**src/rtl/fpu_rs_pkg.sv**
```systemverilog
// Shared definitions for the stack register rename scoreboard.
// Assumes a two-bit opcode field on the issue port.
package fpu_rs_pkg;

    typedef enum logic [1:0] {
        FOP_ADD = 2'd0,
        FOP_MUL = 2'd1,
        FOP_DIV = 2'd2,
        FOP_XCH = 2'd3
    } fop_e;

endpackage

```
**src/rtl/fpu_rename_map.sv**
```systemverilog
// Rename table: maps each stack position to a physical register.
// Two read ports are combinational. One swap port exchanges the
// entries of position 0 and position swap_idx on the clock edge.
// Assumes NREG is a power of two.
module fpu_rename_map #(
    parameter int NREG = 8,
    parameter int IW   = $clog2(NREG)
) (
    input  logic          clk,
    input  logic          rst_n,
    input  logic [IW-1:0] rd_a_idx,
    output logic [IW-1:0] rd_a_phys,
    input  logic [IW-1:0] rd_b_idx,
    output logic [IW-1:0] rd_b_phys,
    input  logic          swap_en,
    input  logic [IW-1:0] swap_idx
);

    logic [IW-1:0] map_q [NREG];

    // Identity mapping on reset; swap of two names on an exchange.
    always_ff @(posedge clk) begin
        if (!rst_n) begin
            for (int i = 0; i < NREG; i++) begin
                map_q[i] <= IW'(i);
            end
        end else if (swap_en) begin
            map_q[0]        <= map_q[swap_idx];
            map_q[swap_idx] <= map_q[0];
        end
    end

    // Combinational lookups for the issuing instruction.
    always_comb begin
        rd_a_phys = map_q[rd_a_idx];
        rd_b_phys = map_q[rd_b_idx];
    end

endmodule

```
**src/rtl/fpu_pend_sb.sv**
```systemverilog
// Pending-bit scoreboard, one bit per physical register.
// A set marks a register written by an issuing instruction; a clear
// removes the mark when the result retires. The effective view already
// excludes the register retiring this cycle, so a dependant can issue
// in that cycle. Set wins over clear on the same register.
module fpu_pend_sb #(
    parameter int NREG = 8,
    parameter int IW   = $clog2(NREG)
) (
    input  logic            clk,
    input  logic            rst_n,
    input  logic            set_en,
    input  logic [IW-1:0]   set_idx,
    input  logic            clr_en,
    input  logic [IW-1:0]   clr_idx,
    output logic [NREG-1:0] pend_eff,
    output logic            any_pend
);

    logic [NREG-1:0] pend_q;

    // Update pending bits from issue and retire events.
    always_ff @(posedge clk) begin
        if (!rst_n) begin
            pend_q <= '0;
        end else begin
            for (int i = 0; i < NREG; i++) begin
                if (set_en && set_idx == IW'(i)) begin
                    pend_q[i] <= 1'b1;
                end else if (clr_en && clr_idx == IW'(i)) begin
                    pend_q[i] <= 1'b0;
                end
            end
        end
    end

    // Hazard view with the retiring register bypassed.
    always_comb begin
        pend_eff = pend_q;
        if (clr_en) begin
            pend_eff[clr_idx] = 1'b0;
        end
    end

    // Unit busy whenever any result is outstanding.
    always_comb begin
        any_pend = |pend_q;
    end

endmodule

```
**src/rtl/fpu_retire_line.sv**
```systemverilog
// Retire line: a shift line of DEPTH slots in which slot r holds the
// operation reported r cycles from now (slot 1 retires this cycle).
// An issue writes its entry straight into the slot equal to its
// latency. Occupancy is exported for collision checks, and a flag
// shows a divide that still has more than its final cycle to run.
module fpu_retire_line #(
    parameter int DEPTH = 19,
    parameter int IW    = 3,
    parameter int TW    = 8,
    parameter int SW    = $clog2(DEPTH + 2)
) (
    input  logic            clk,
    input  logic            rst_n,
    input  logic            push_en,
    input  logic [SW-1:0]   push_slot,
    input  logic [IW-1:0]   push_preg,
    input  logic [TW-1:0]   push_tag,
    input  logic            push_div,
    output logic [DEPTH:1]  occ,
    output logic            div_live,
    output logic            head_vld,
    output logic [IW-1:0]   head_preg,
    output logic [TW-1:0]   head_tag
);

    typedef struct packed {
        logic          v;
        logic          dv;
        logic [IW-1:0] p;
        logic [TW-1:0] t;
    } slot_t;

    slot_t slot_q [1:DEPTH+1];

    // Slot past the end is permanently empty and feeds the last slot.
    assign slot_q[DEPTH+1] = '0;

    for (genvar r = 1; r <= DEPTH; r++) begin : g_slot
        // Load a new entry at its latency slot, else advance one place.
        always_ff @(posedge clk) begin
            if (!rst_n) begin
                slot_q[r] <= '0;
            end else if (push_en && push_slot == SW'(r)) begin
                slot_q[r] <= '{v: 1'b1, dv: push_div, p: push_preg, t: push_tag};
            end else begin
                slot_q[r] <= slot_q[r+1];
            end
        end

        // Occupancy bit of this slot.
        assign occ[r] = slot_q[r].v;
    end

    // A divide beyond slot 1 still holds the divider.
    always_comb begin
        div_live = 1'b0;
        for (int r = 2; r <= DEPTH; r++) begin
            if (slot_q[r].v && slot_q[r].dv) begin
                div_live = 1'b1;
            end
        end
    end

    // Retiring entry.
    always_comb begin
        head_vld  = slot_q[1].v;
        head_preg = slot_q[1].p;
        head_tag  = slot_q[1].t;
    end

endmodule

```
**src/rtl/fpu_rename_sb.sv**
```systemverilog
// Issue control for a stack-organised floating-point unit.
// Looks up the physical registers of the offered instruction, checks
// pending bits, retire-slot collisions and divider occupancy, and
// accepts at most one instruction per cycle. Exchanges only swap names.
// Assumes latencies of at least 1 and a divide latency of at least 2.
module fpu_rename_sb #(
    parameter int NREG    = 8,
    parameter int TW      = 8,
    parameter int ADD_LAT = 3,
    parameter int MUL_LAT = 3,
    parameter int DIV_LAT = 19
) (
    input  logic                     clk,
    input  logic                     rst_n,
    input  logic                     in_valid,
    input  logic [1:0]               in_op,
    input  logic [$clog2(NREG)-1:0]  in_dst,
    input  logic [$clog2(NREG)-1:0]  in_src,
    input  logic [TW-1:0]            in_tag,
    output logic                     in_ready,
    input  logic                     wait_req,
    output logic                     wait_done,
    output logic                     busy,
    output logic                     cmp_valid,
    output logic [$clog2(NREG)-1:0]  cmp_preg,
    output logic [TW-1:0]            cmp_tag
);
    import fpu_rs_pkg::*;

    localparam int IW    = $clog2(NREG);
    localparam int AM    = (ADD_LAT > MUL_LAT) ? ADD_LAT : MUL_LAT;
    localparam int DEPTH = (AM > DIV_LAT) ? AM : DIV_LAT;
    localparam int SW    = $clog2(DEPTH + 2);

    fop_e            op;
    logic [IW-1:0]   dst_p;
    logic [IW-1:0]   src_p;
    logic [NREG-1:0] pend_eff;
    logic            any_pend;
    logic [DEPTH:1]  occ;
    logic            div_live;
    logic            head_vld;
    logic [IW-1:0]   head_preg;
    logic [TW-1:0]   head_tag;
    logic [SW-1:0]   lat;
    logic            is_xch;
    logic            is_div;
    logic            hazard;
    logic            collide;
    logic            take;
    logic            arith_take;

    // Decode the opcode and select the operation latency.
    always_comb begin
        op     = fop_e'(in_op);
        is_xch = (op == FOP_XCH);
        is_div = (op == FOP_DIV);
        case (op)
            FOP_ADD: lat = SW'(ADD_LAT);
            FOP_MUL: lat = SW'(MUL_LAT);
            FOP_DIV: lat = SW'(DIV_LAT);
            default: lat = '0;
        endcase
    end

    fpu_rename_map #(.NREG(NREG), .IW(IW)) u_map (
        .clk       (clk),
        .rst_n     (rst_n),
        .rd_a_idx  (in_dst),
        .rd_a_phys (dst_p),
        .rd_b_idx  (in_src),
        .rd_b_phys (src_p),
        .swap_en   (take && is_xch),
        .swap_idx  (in_src)
    );

    fpu_pend_sb #(.NREG(NREG), .IW(IW)) u_sb (
        .clk      (clk),
        .rst_n    (rst_n),
        .set_en   (arith_take),
        .set_idx  (dst_p),
        .clr_en   (head_vld),
        .clr_idx  (head_preg),
        .pend_eff (pend_eff),
        .any_pend (any_pend)
    );

    fpu_retire_line #(.DEPTH(DEPTH), .IW(IW), .TW(TW), .SW(SW)) u_line (
        .clk       (clk),
        .rst_n     (rst_n),
        .push_en   (arith_take),
        .push_slot (lat),
        .push_preg (dst_p),
        .push_tag  (in_tag),
        .push_div  (is_div),
        .occ       (occ),
        .div_live  (div_live),
        .head_vld  (head_vld),
        .head_preg (head_preg),
        .head_tag  (head_tag)
    );

    // Data hazard on either operand's physical register.
    always_comb begin
        hazard = pend_eff[src_p] | pend_eff[dst_p];
    end

    // Would the new result land in a slot already claimed one step later?
    always_comb begin
        collide = 1'b0;
        for (int r = 1; r <= DEPTH; r++) begin
            if (occ[r] && SW'(r) == lat + SW'(1)) begin
                collide = 1'b1;
            end
        end
    end

    // Ready decision per opcode class.
    always_comb begin
        if (is_xch) begin
            in_ready = 1'b1;
        end else if (is_div) begin
            in_ready = !hazard && !collide && !div_live;
        end else begin
            in_ready = !hazard && !collide;
        end
    end

    // Handshake and outputs.
    always_comb begin
        take       = in_valid && in_ready;
        arith_take = take && !is_xch;
        busy       = any_pend;
        wait_done  = wait_req && !any_pend;
        cmp_valid  = head_vld;
        cmp_preg   = head_preg;
        cmp_tag    = head_tag;
    end

endmodule

```
**config.mk**
```make
export PLATFORM = sky130hd
export DESIGN_NAME = fpu_rename_sb
export DESIGN_NICKNAME = d
export VERILOG_FILES = /design/src/rtl/fpu_rs_pkg.sv /design/src/rtl/fpu_rename_map.sv /design/src/rtl/fpu_pend_sb.sv /design/src/rtl/fpu_retire_line.sv /design/src/rtl/fpu_rename_sb.sv
export SDC_FILE = /design/constraint.sdc
export NUM_CORES = 1
export LEC_CHECK = 0
export ABC_AREA = 1
export BUFFER_PORTS_ARGS = -buffer_cell sky130_fd_sc_hd__clkbuf_2
export CAP_MARGIN = 0
export CORE_UTILIZATION = 63
export CTS_BUF_LIST = sky130_fd_sc_hd__clkbuf_8
export DETAILED_ROUTE_END_ITERATION = 6
export GPL_TIMING_DRIVEN = 0
export PLACE_DENSITY = 0.81
export SLEW_MARGIN = 20
export SYNTH_ARGS = -nofsm -noshare
export SYNTH_HDL_FRONTEND = slang
export SYNTH_SLANG_ARGS = --single-unit
```
**constraint.sdc**
```tcl
create_clock -name clk -period 2.32 [get_ports clk]
set_input_delay 0 -clock clk [delete_from_list [all_inputs] [get_ports clk]]
set_output_delay 0 -clock clk [all_outputs]
set_load 0.01 [all_outputs]
```
# ---- After elaboration in Yosys (flattened, before gate mapping)
# Memory sizes are Yosys's and may differ from the RTL's.
# Index checks and enable logic that the tools add are counted.
dict set report op_classes {
  add_sub_neg 1
  n_mul 0
  n_div 0
  n_lt_le_gt_ge 4
  n_eq_ne 55
  n_shift 0
  muxes 90
  n_bitwise 4
  reduce_logical 99
}
# cell n
set op_table {}
lappend op_table {{two-way mux 13 bit} 19}
lappend op_table {{logical AND 1 bit} 79}
lappend op_table {{two-way mux 1 bit} 63}
lappend op_table {{== test 4 x 5 -> 1 bit (first input constant)} 8}
lappend op_table {{== test 5 x 4 -> 1 bit (second input constant)} 8}
lappend op_table {{== test 3 bit (second input constant)} 8}
lappend op_table {{== test 3 x 5 -> 1 bit (first input constant)} 4}
lappend op_table {{== test 5 x 3 -> 1 bit (second input constant)} 4}
lappend op_table {{== test 5 bit (first input constant)} 4}
lappend op_table {{== test 5 bit (second input constant)} 4}
lappend op_table {{nonzero test 2 bit} 8}
lappend op_table {{== test 3 x 2 -> 1 bit (second input constant)} 4}
lappend op_table {{< comparator 3 x 4 -> 1 bit (second input constant)} 3}
lappend op_table {{== test 2 x 5 -> 1 bit (first input constant)} 2}
lappend op_table {{== test 5 x 2 -> 1 bit (second input constant)} 2}
lappend op_table {{case mux 5 bit (2 select lines)} 1}
lappend op_table {{two-way mux 3 bit} 3}
lappend op_table {{bitwise AND 8 bit} 1}
lappend op_table {{two-way mux 8 bit} 1}
lappend op_table {{NOT 8 bit} 1}
lappend op_table {{OR reduction 8 bit} 1}
lappend op_table {{binary-select mux 1 bit (select 3 bit)} 2}
lappend op_table {{== test 3 x 1 -> 1 bit (second input constant)} 2}
lappend op_table {{logical NOT 3 bit} 2}
lappend op_table {{other kinds (13)} 19}
dict set report totals {
  regBits 254
  latch_bits 0
  mem_bits_rw 24
  rom_bits 0
  in_bits 20
  out_inout_bits 15
  wordCells 337
  mem_count 1
}
# name words width read_ports rd_clocked_by_memory_dff write_ports line
set mem_list {}
lappend mem_list {u_map.map_q 8 3 3 0 8 fpu_rename_map.sv:19} ;# logic [IW-1:0] map_q [NREG];

# ---- Depth between registers and ports, before layout
# Gate-level depths: netlist (run 1).
dict set report logic_depth {
  depth_word 37
  ltp_mapped 18
}

# ---- By module
# From an unflattened synthesis (run 1), not the netlist that was laid out.
dict set report hier_totals {
  hier_cells 2089
  area_unflattened_um2 13231.4
}
# module n_inst cells_each area_per_inst_um2 seq_area_each_um2
set modules_own_cells {}
lappend modules_own_cells {fpu_retire_line 1 1714 10913.0 4924.7}
lappend modules_own_cells {fpu_rename_map 1 249 1660.3 720.7}
lappend modules_own_cells {fpu_pend_sb 1 75 427.9 160.2}
lappend modules_own_cells {fpu_rename_sb 1 51 230.2 0.0}

# ---- Least setup slack after synthesis (run 1)
# Ideal clock, no wire load.
dict set report synth_path {
  path_type {register -> register}
  startpoint {memory u_map.map_q[0][0]}
  endpoint {register u_line.slot_q[231] (netlist bit)}
  setup_ps 113
  arrival_ps 1770
  t_required_ps 2207
  path_slack_ps 437
  path_stages_with_launch 17
  path_buffers 1
  path_cell_list {edfxtp_1 clkinv_1 nand2_1 nand3_1 nand3_2 nand2_2 nand2_1 nand2_1 nand2_1 nand2_1 nand2_1 nand2_2 nor2_8 nand3_4 buf_4 nor2_1 nor2_1}
}
# element line
set synth_lines {}
lappend synth_lines {{start: declaration} fpu_rename_map.sv:19}
lappend synth_lines {{end signal: indexed assignment} fpu_retire_line.sv:44} ;# slot_q[r] <= '{v: 1'b1, dv: push_div, p: push_preg, t: push_tag};
lappend synth_lines {{end signal: indexed assignment} fpu_retire_line.sv:46} ;# slot_q[r] <= slot_q[r+1];
lappend synth_lines {{end: declaration} fpu_retire_line.sv:33} ;# slot_t slot_q [1:DEPTH+1];

==> impl_metrics.tcl, run 1 <==
set metrics [dict create \
    drcViolationCount 0 \
    tightestPinTransition_ns 0.826 \
    grt_antenna_before_repair 0 \
    crit_path_cell_trace "a21oi_1 > o21ai_1 > nand2_1 > nand2_1 > nand2_2 > inv_1 > nand2_1 > nand2_2 > nor2_8 > nand4_2 > buf_4 > nor2_2" \
    track_usage_pct 24.1 \
    maxSlewViolCount 0 \
    dr.pass1.iters 5 \
    crit_type "reg2reg" \
    slew_headroom_pct 44.9 \
    fmax_ghz 0.453 \
    power.total_mw 8.92 \
    initial_core_util_pct 64.5 \
    period_needed_ns 2.21 \
    post-route-period-util_pct 95.0 \
    hold_path_class "in2reg" \
    leakage_nw 6.44 \
    n_antenna_cell 0 \
    die_y_um 124 \
    synth_top_area_share_pct 54.2 \
    ys_types 27 \
    max_stage_delay_ns 0.42 \
    crit_top_cell "nand2_1" \
    ir_drop_mv 0.638 \
    grt_pass1_vias 6195 \
    ys_seq_elements 278 \
    avgViaCountPerCell 4.58 \
    place.gp.congestion 0.894 \
    final_area_mm2 0.0108 \
    place.port_buffers 33 \
    arrival_ns 2.63 \
    finalHoldViolCount 0 \
    grt_pass1_wl_um 28400 \
    die_w_um 124 \
    clk_root_buffer_cell "clkbuf_8" \
    overflow 0 \
    synth_nets 1184 \
    final_cell_mix "379 x nand2_1, 310 x inv_1, 254 x dfxtp_1, 73 x nor2_1, 48 x clkbuf_8" \
    worstPathMaxFanout 10 \
    grt_max_degree 11 \
    drtAntennaViolNets 0 \
    wirelength_um 17800 \
    worst_path_max_delay_cell "edfxtp_1" \
    yosys.area.top_type "dfxtp_1" \
    ys_seq_area_share_pct 61.9 \
    cts.sinks 278 \
    io_pins 35 \
    outcome "complete, no violations" \
    start_kind "flop" \
    vias 6736 \
    clock_path_buffers 3 \
    setup_viol 0 \
    dpl.hpwl_um 11600 \
    layout_commonest_cell "nand2_1" \
    core-area_mm2 0.0145 \
    fin_util_pct 74.3 \
    syn-cell-area_mm2 0.00938 \
    syn_to_final_growth_pct 15.1 \
    cts_buffers 40 \
    rows 44 \
    fin_skew_ns 0.0164 \
    netlist_instances 1164 \
    drtIter0Drc 533 \
    path_clk_slew_ns 0.06 \
    max_cap_viol_count 0 \
    drive_gt1_share_pct 10.6 \
    synth_area_leaders "dfxtp_1 54%, nand2_1 15%, inv_1 12%" \
    clk-insertion-delay-late_ns 0.53 \
    yosys_warnings 0 \
    die-area_mm2 0.0154 \
    htree_levels 2 \
    crit_required_ns 2.75 \
    final_nets 1280 \
    rsz0062_at_grt "yes" \
    hold_ws_ns 0.0437 \
    place_area_mm2 0.00977 \
    powerDensity_mw_per_mm2 826 \
    worstSetupEndpointType "flop" \
    cts_tree "built" \
    avgRoutedWirePerCell_um 12.1 \
    avgSynthCellArea_um2 8.06 \
]
## registers in the layout (all words and copies together) (netlist names)
name,cells
u_line.head_preg,3
u_line.head_vld,1
u_sb.pend_q,8
u_line.head_tag,8
u_line.occ,18
u_line.slot_q,216
u_map.map_q,24
## power by group
| part | total, mW | internal [mW] | switching, mW |
|---|---|---|---|
| logic | 0.458 | 0.147 | 0.311 |
| registers | 4.90 | 4.88 | 0.0189 |
| clock network | 3.56 | 1.87 | 1.69 |
| total | 8.92 | 6.90 | 2.02 |
## logic make-up (layout without fill, tap and decap cells)
group	after synthesis	in the layout	share of synthesized area [%]
and+or+nand+nor	505	505	21.6
buffers and inverters	346	470	14.6
DFF	278	278	61.9
AOI/OAI and AO/OA	35	35	1.92
## per-layer routing
layer,track usage [%],wire length (um),vias to the layer above,part of all wire (%)
met5,0,0,-,0
li1,-,-,3500,-
met4,8.11,313,0,1.8
met3,5.86,1170,33,6.6
met1,30.8,7930,2994,45
met2,40.1,8390,209,47
## cell type report
type / instances / area, um2
repair buffers: 54 / 368
inverters: 302 / 1140
plain buffers: 44 / 238
flip-flops and latches: 278 / 5810
clock inverters: 22 / 92.6
multi-input cells: 540 / 2260
well taps: 184 / 230
fillers: 1052 / 3740
clock buffers: 48 / 661
## Yosys cell counts
| master | instances |
|---|---|
| nand2_1 | 381 |
| a21oi_1 | 21 |
| nand4_1 | 9 |
| nand3_1 | 23 |
| buf_2 | 5 |
| nand4_2 | 1 |
| nor2_8 | 1 |
| nor2_1 | 76 |
| nand3b_1 | 1 |
| o21ai_1 | 5 |
| dfxtp_1 | 254 |
| nor2_2 | 1 |
| nand3_4 | 1 |
| clkinv_1 | 4 |
| edfxtp_1 | 24 |
| buf_6 | 1 |
| nand3_2 | 3 |
| nor3_1 | 4 |
| o211ai_1 | 1 |
| buf_4 | 14 |
| nor4_1 | 1 |
| inv_2 | 4 |
| o21ai_0 | 6 |
| o22ai_1 | 2 |
| nand2_2 | 3 |
| inv_1 | 294 |
| clkbuf_1 | 24 |
## worst max-delay path, delay by kind of cell, from the launching register on
kind	cells	cell delay, ns
flops	1	0.42
simple gates	8	1.02
compound gates	2	0.27
buf+inv	2	0.39
## what timing repair did
item,in CTS,in global routing
cloned,0,0
pin swaps,0,2
buffers inserted,0,3
hold buffers,18,0
hold endpoints to repair,37,0
resized for setup,6,17
setup endpoints to repair,17,33
## path summary, 6_finish.rpt
kind	slack (ns)	depth (start not counted)	start	endpoint
max	0.11	12	u_map.map_q[5][2]$_SDFFCE_PN1P_	u_line.slot_q[23]$_SDFF_PN0_
min	0.04	4	in_src[0]	u_map.map_q[2][1]$_SDFFCE_PN1P_
max reg2reg	0.11	12	u_map.map_q[5][2]$_SDFFCE_PN1P_	u_line.slot_q[23]$_SDFF_PN0_
min reg2reg	0.40	2	u_line.slot_q[131]$_SDFF_PN0_	u_line.slot_q[144]$_SDFF_PN0_
## through the flow
step                      std cells  setup slack, ns  TNS (ns)
final                          1472            0.115         0
after global routing           1472          -0.0330   -0.0907
after CTS                      1469           0.0479         0
after detailed placement       1381          -0.0996    -0.825
after global placement         1381           -0.110    -0.149
after floorplan                1164            0.437         0
Note: power is estimated with default switching activity, not from simulation.
==> run 2: changes to the inputs <==
--- a/config.mk
+++ b/config.mk
@@ -8,11 +8,11 @@
 export ABC_AREA = 1
 export BUFFER_PORTS_ARGS = -buffer_cell sky130_fd_sc_hd__clkbuf_2
 export CAP_MARGIN = 0
-export CORE_UTILIZATION = 63
+export CORE_UTILIZATION = 50
 export CTS_BUF_LIST = sky130_fd_sc_hd__clkbuf_8
 export DETAILED_ROUTE_END_ITERATION = 6
 export GPL_TIMING_DRIVEN = 0
-export PLACE_DENSITY = 0.81
+export PLACE_DENSITY = 0.67
 export SLEW_MARGIN = 20
 export SYNTH_ARGS = -nofsm -noshare
 export SYNTH_HDL_FRONTEND = slang
==> run 2 against run 1 <==
Effect of this change:
- global-route usage fell by 5.9 points
- largest cell class unchanged
- worst hold slack worse by 0.036 ns
- routed wire length is 5.5% lower
- highest routed layer unchanged
- first-iteration DRC count fell by 29%
- combinational power is 3% higher
- the flow now finishes with violations (DRC)
- largest power group unchanged
==> impl_metrics.tcl, run 2 (synthesis gave the netlist of run 1 again) <==
set metrics [dict create \
    finalHoldViolCount 0 \
    place.gp.congestion 0.874 \
    wirelength_um 16800 \
    drtAntennaViolNets 0 \
    avgViaCountPerCell 4.27 \
    powerDensity_mw_per_mm2 837 \
    worstPathMaxFanout 10 \
    ir_drop_mv 0.446 \
    violations "DRC" \
    die_w_um 139 \
    drcViolationCount 3 \
    outcome "complete, but fails checks" \
    grt_antenna_before_repair 0 \
    slew_headroom_pct 41.2 \
    drtIter0Drc 376 \
    fillCellCount 1636 \
    crit_required_ns 2.75 \
    grt-busiest-layer "met2" \
    layout_commonest_cell "nand2_1" \
    clock_path_buffers 3 \
    path_clk_slew_ns 0.07 \
    clk-insertion-delay-late_ns 0.54 \
    cts_tree "built" \
    grt_pass1_wl_um 27900 \
    cts_buffers 42 \
    clk_root_buffer_cell "clkbuf_8" \
    grt_pass1_vias 6006 \
    die-area_mm2 0.0193 \
    setup_viol 0 \
    largest_reg_flops 216 \
    start_kind "flop" \
    crit_type "reg2reg" \
    period_needed_ns 2.17 \
    initial_core_util_pct 51.7 \
    dpl.hpwl_um 11300 \
    tightestPinTransition_ns 0.882 \
    avgRoutedWirePerCell_um 11.1 \
    grt_max_degree 13 \
    fin_skew_ns 0.0236 \
    arrival_ns 2.60 \
    n_antenna_cell 0 \
    overflow 0 \
    htree_levels 2 \
    fin_util_pct 60.1 \
    fmax_ghz 0.462 \
    syn_to_final_growth_pct 16.4 \
    place.port_buffers 33 \
    die_y_um 139 \
    io_pins 35 \
    max_cap_viol_count 0 \
    cts.sinks 278 \
    top_register "u_line.slot_q" \
    worstSetupEndpointType "flop" \
    core-area_mm2 0.0181 \
    use_met1_pct 23.7 \
    post-route-period-util_pct 93.4 \
    hold_path_class "in2reg" \
    placedCellCount 1426 \
    grtUsageMet2_pct 29.2 \
    final_nets 1285 \
    final_cell_mix "380 x nand2_1, 311 x inv_1, 254 x dfxtp_1, 73 x nor2_1, 45 x clkbuf_8" \
    instances_no_fill 1520 \
    rows 49 \
    drive_gt1_share_pct 10.6 \
    track_usage_pct 18.2 \
    vias 6495 \
    met3_usage_pct 4.42 \
    rsz0062_at_grt "no" \
    dr.pass1.iters 7 \
    maxSlewViolCount 0 \
    leakage_nw 6.47 \
]
## run 2: changes by cell type in the layout (fill, tap and decap cells not counted), moves of 2 or more
cell and change:
bufinv_16 +2, clkbuf_8 -3, clkinv_2 -4, inv_2 +2, clkinv_4 +2, buf_4 +2
inv_4 -2
## run 2: layout make-up
cell class | count | area [um2] | area share (%)
Clock inverter | 25 | 170 | 1.56
Sequential cell | 278 | 5810 | 53.2
Buffer | 44 | 241 | 2.21
Tap cell | 229 | 287 | 2.63
Clock buffer | 45 | 619 | 5.67
Multi-Input combinational cell | 540 | 2260 | 20.7
Inverter | 302 | 1140 | 10.5
Timing Repair Buffer | 57 | 390 | 3.58
## run 2: final timing paths
check | from | end | slack [ns] | depth (start not counted)
worst min-delay path | rst_n | u_map.map_q[4][2]$_SDFFCE_PN1P_ | 0.008 | 4
worst max-delay path | u_map.map_q[2][0]$_SDFFCE_PN0P_ | u_line.slot_q[23]$_SDFF_PN0_ | 0.15 | 14
worst min register to register | u_line.slot_q[144]$_SDFF_PN0_ | u_line.slot_q[157]$_SDFF_PN0_ | 0.40 | 2
worst max register to register | u_map.map_q[2][0]$_SDFFCE_PN0P_ | u_line.slot_q[23]$_SDFF_PN0_ | 0.15 | 14
## run 2: metal layers
| metal | vias up | part of all wire (%) |
|---|---|---|
| met1 | 2812 | 49 |
| met3 | 29 | 5.8 |
| li1 | 3505 | - |
| met4 | 0 | 1.8 |
| met5 | - | 0 |
| met2 | 149 | 44 |
## run 2: worst max-delay path, stage by stage (launching register included)
cell and delay, ns:
edfxtp_1 0.37, inv_1 0.08, nand2_1 0.05, nand3_1 0.12, nand2_1 0.09, inv_1 0.06
nand2_1 0.09, nand2_1 0.08, nand3_1 0.07, nand3b_1 0.16, nand3_4 0.14, nor2_8 0.17
nand4_2 0.15, buf_6 0.22, nor2_2 0.20
## run 2: through the flow
stage | hold slack, ns | instance area (um2) | total power [mW] | TNS, ns | worst slack, ns
floorplan | 0.0871 | 9380 | 5.28 | 0 | 0.437
global placement | 0.228 | 9830 | 5.40 | -2.33 | -0.238
detailed placement | 0.223 | 9830 | 5.41 | -3.21 | -0.254
CTS | 0.000629 | 10800 | 9.20 | 0 | 0.0103
global route | 0.0218 | 10900 | 9.51 | 0 | 0.00614
finish | 0.00766 | 10900 | 9.13 | 0 | 0.154
## run 2: repair_timing
| action | in CTS | in global routing |
|---|---|---|
| buffers inserted | 0 | 6 |
| pin swaps | 0 | 3 |
| hold endpoints to repair | 41 | 0 |
| hold buffers | 18 | 0 |
| resized for setup | 7 | 18 |
| endpoints found under the setup margin | 24 | 24 |
## run 2: where the power goes
group          internal, mW  total [mW]  switching, mW  leakage (nW)
sequential             4.88        4.90         0.0176          2.25
combinational         0.162       0.474          0.312          3.75
clock                  2.01        3.76           1.75         0.468
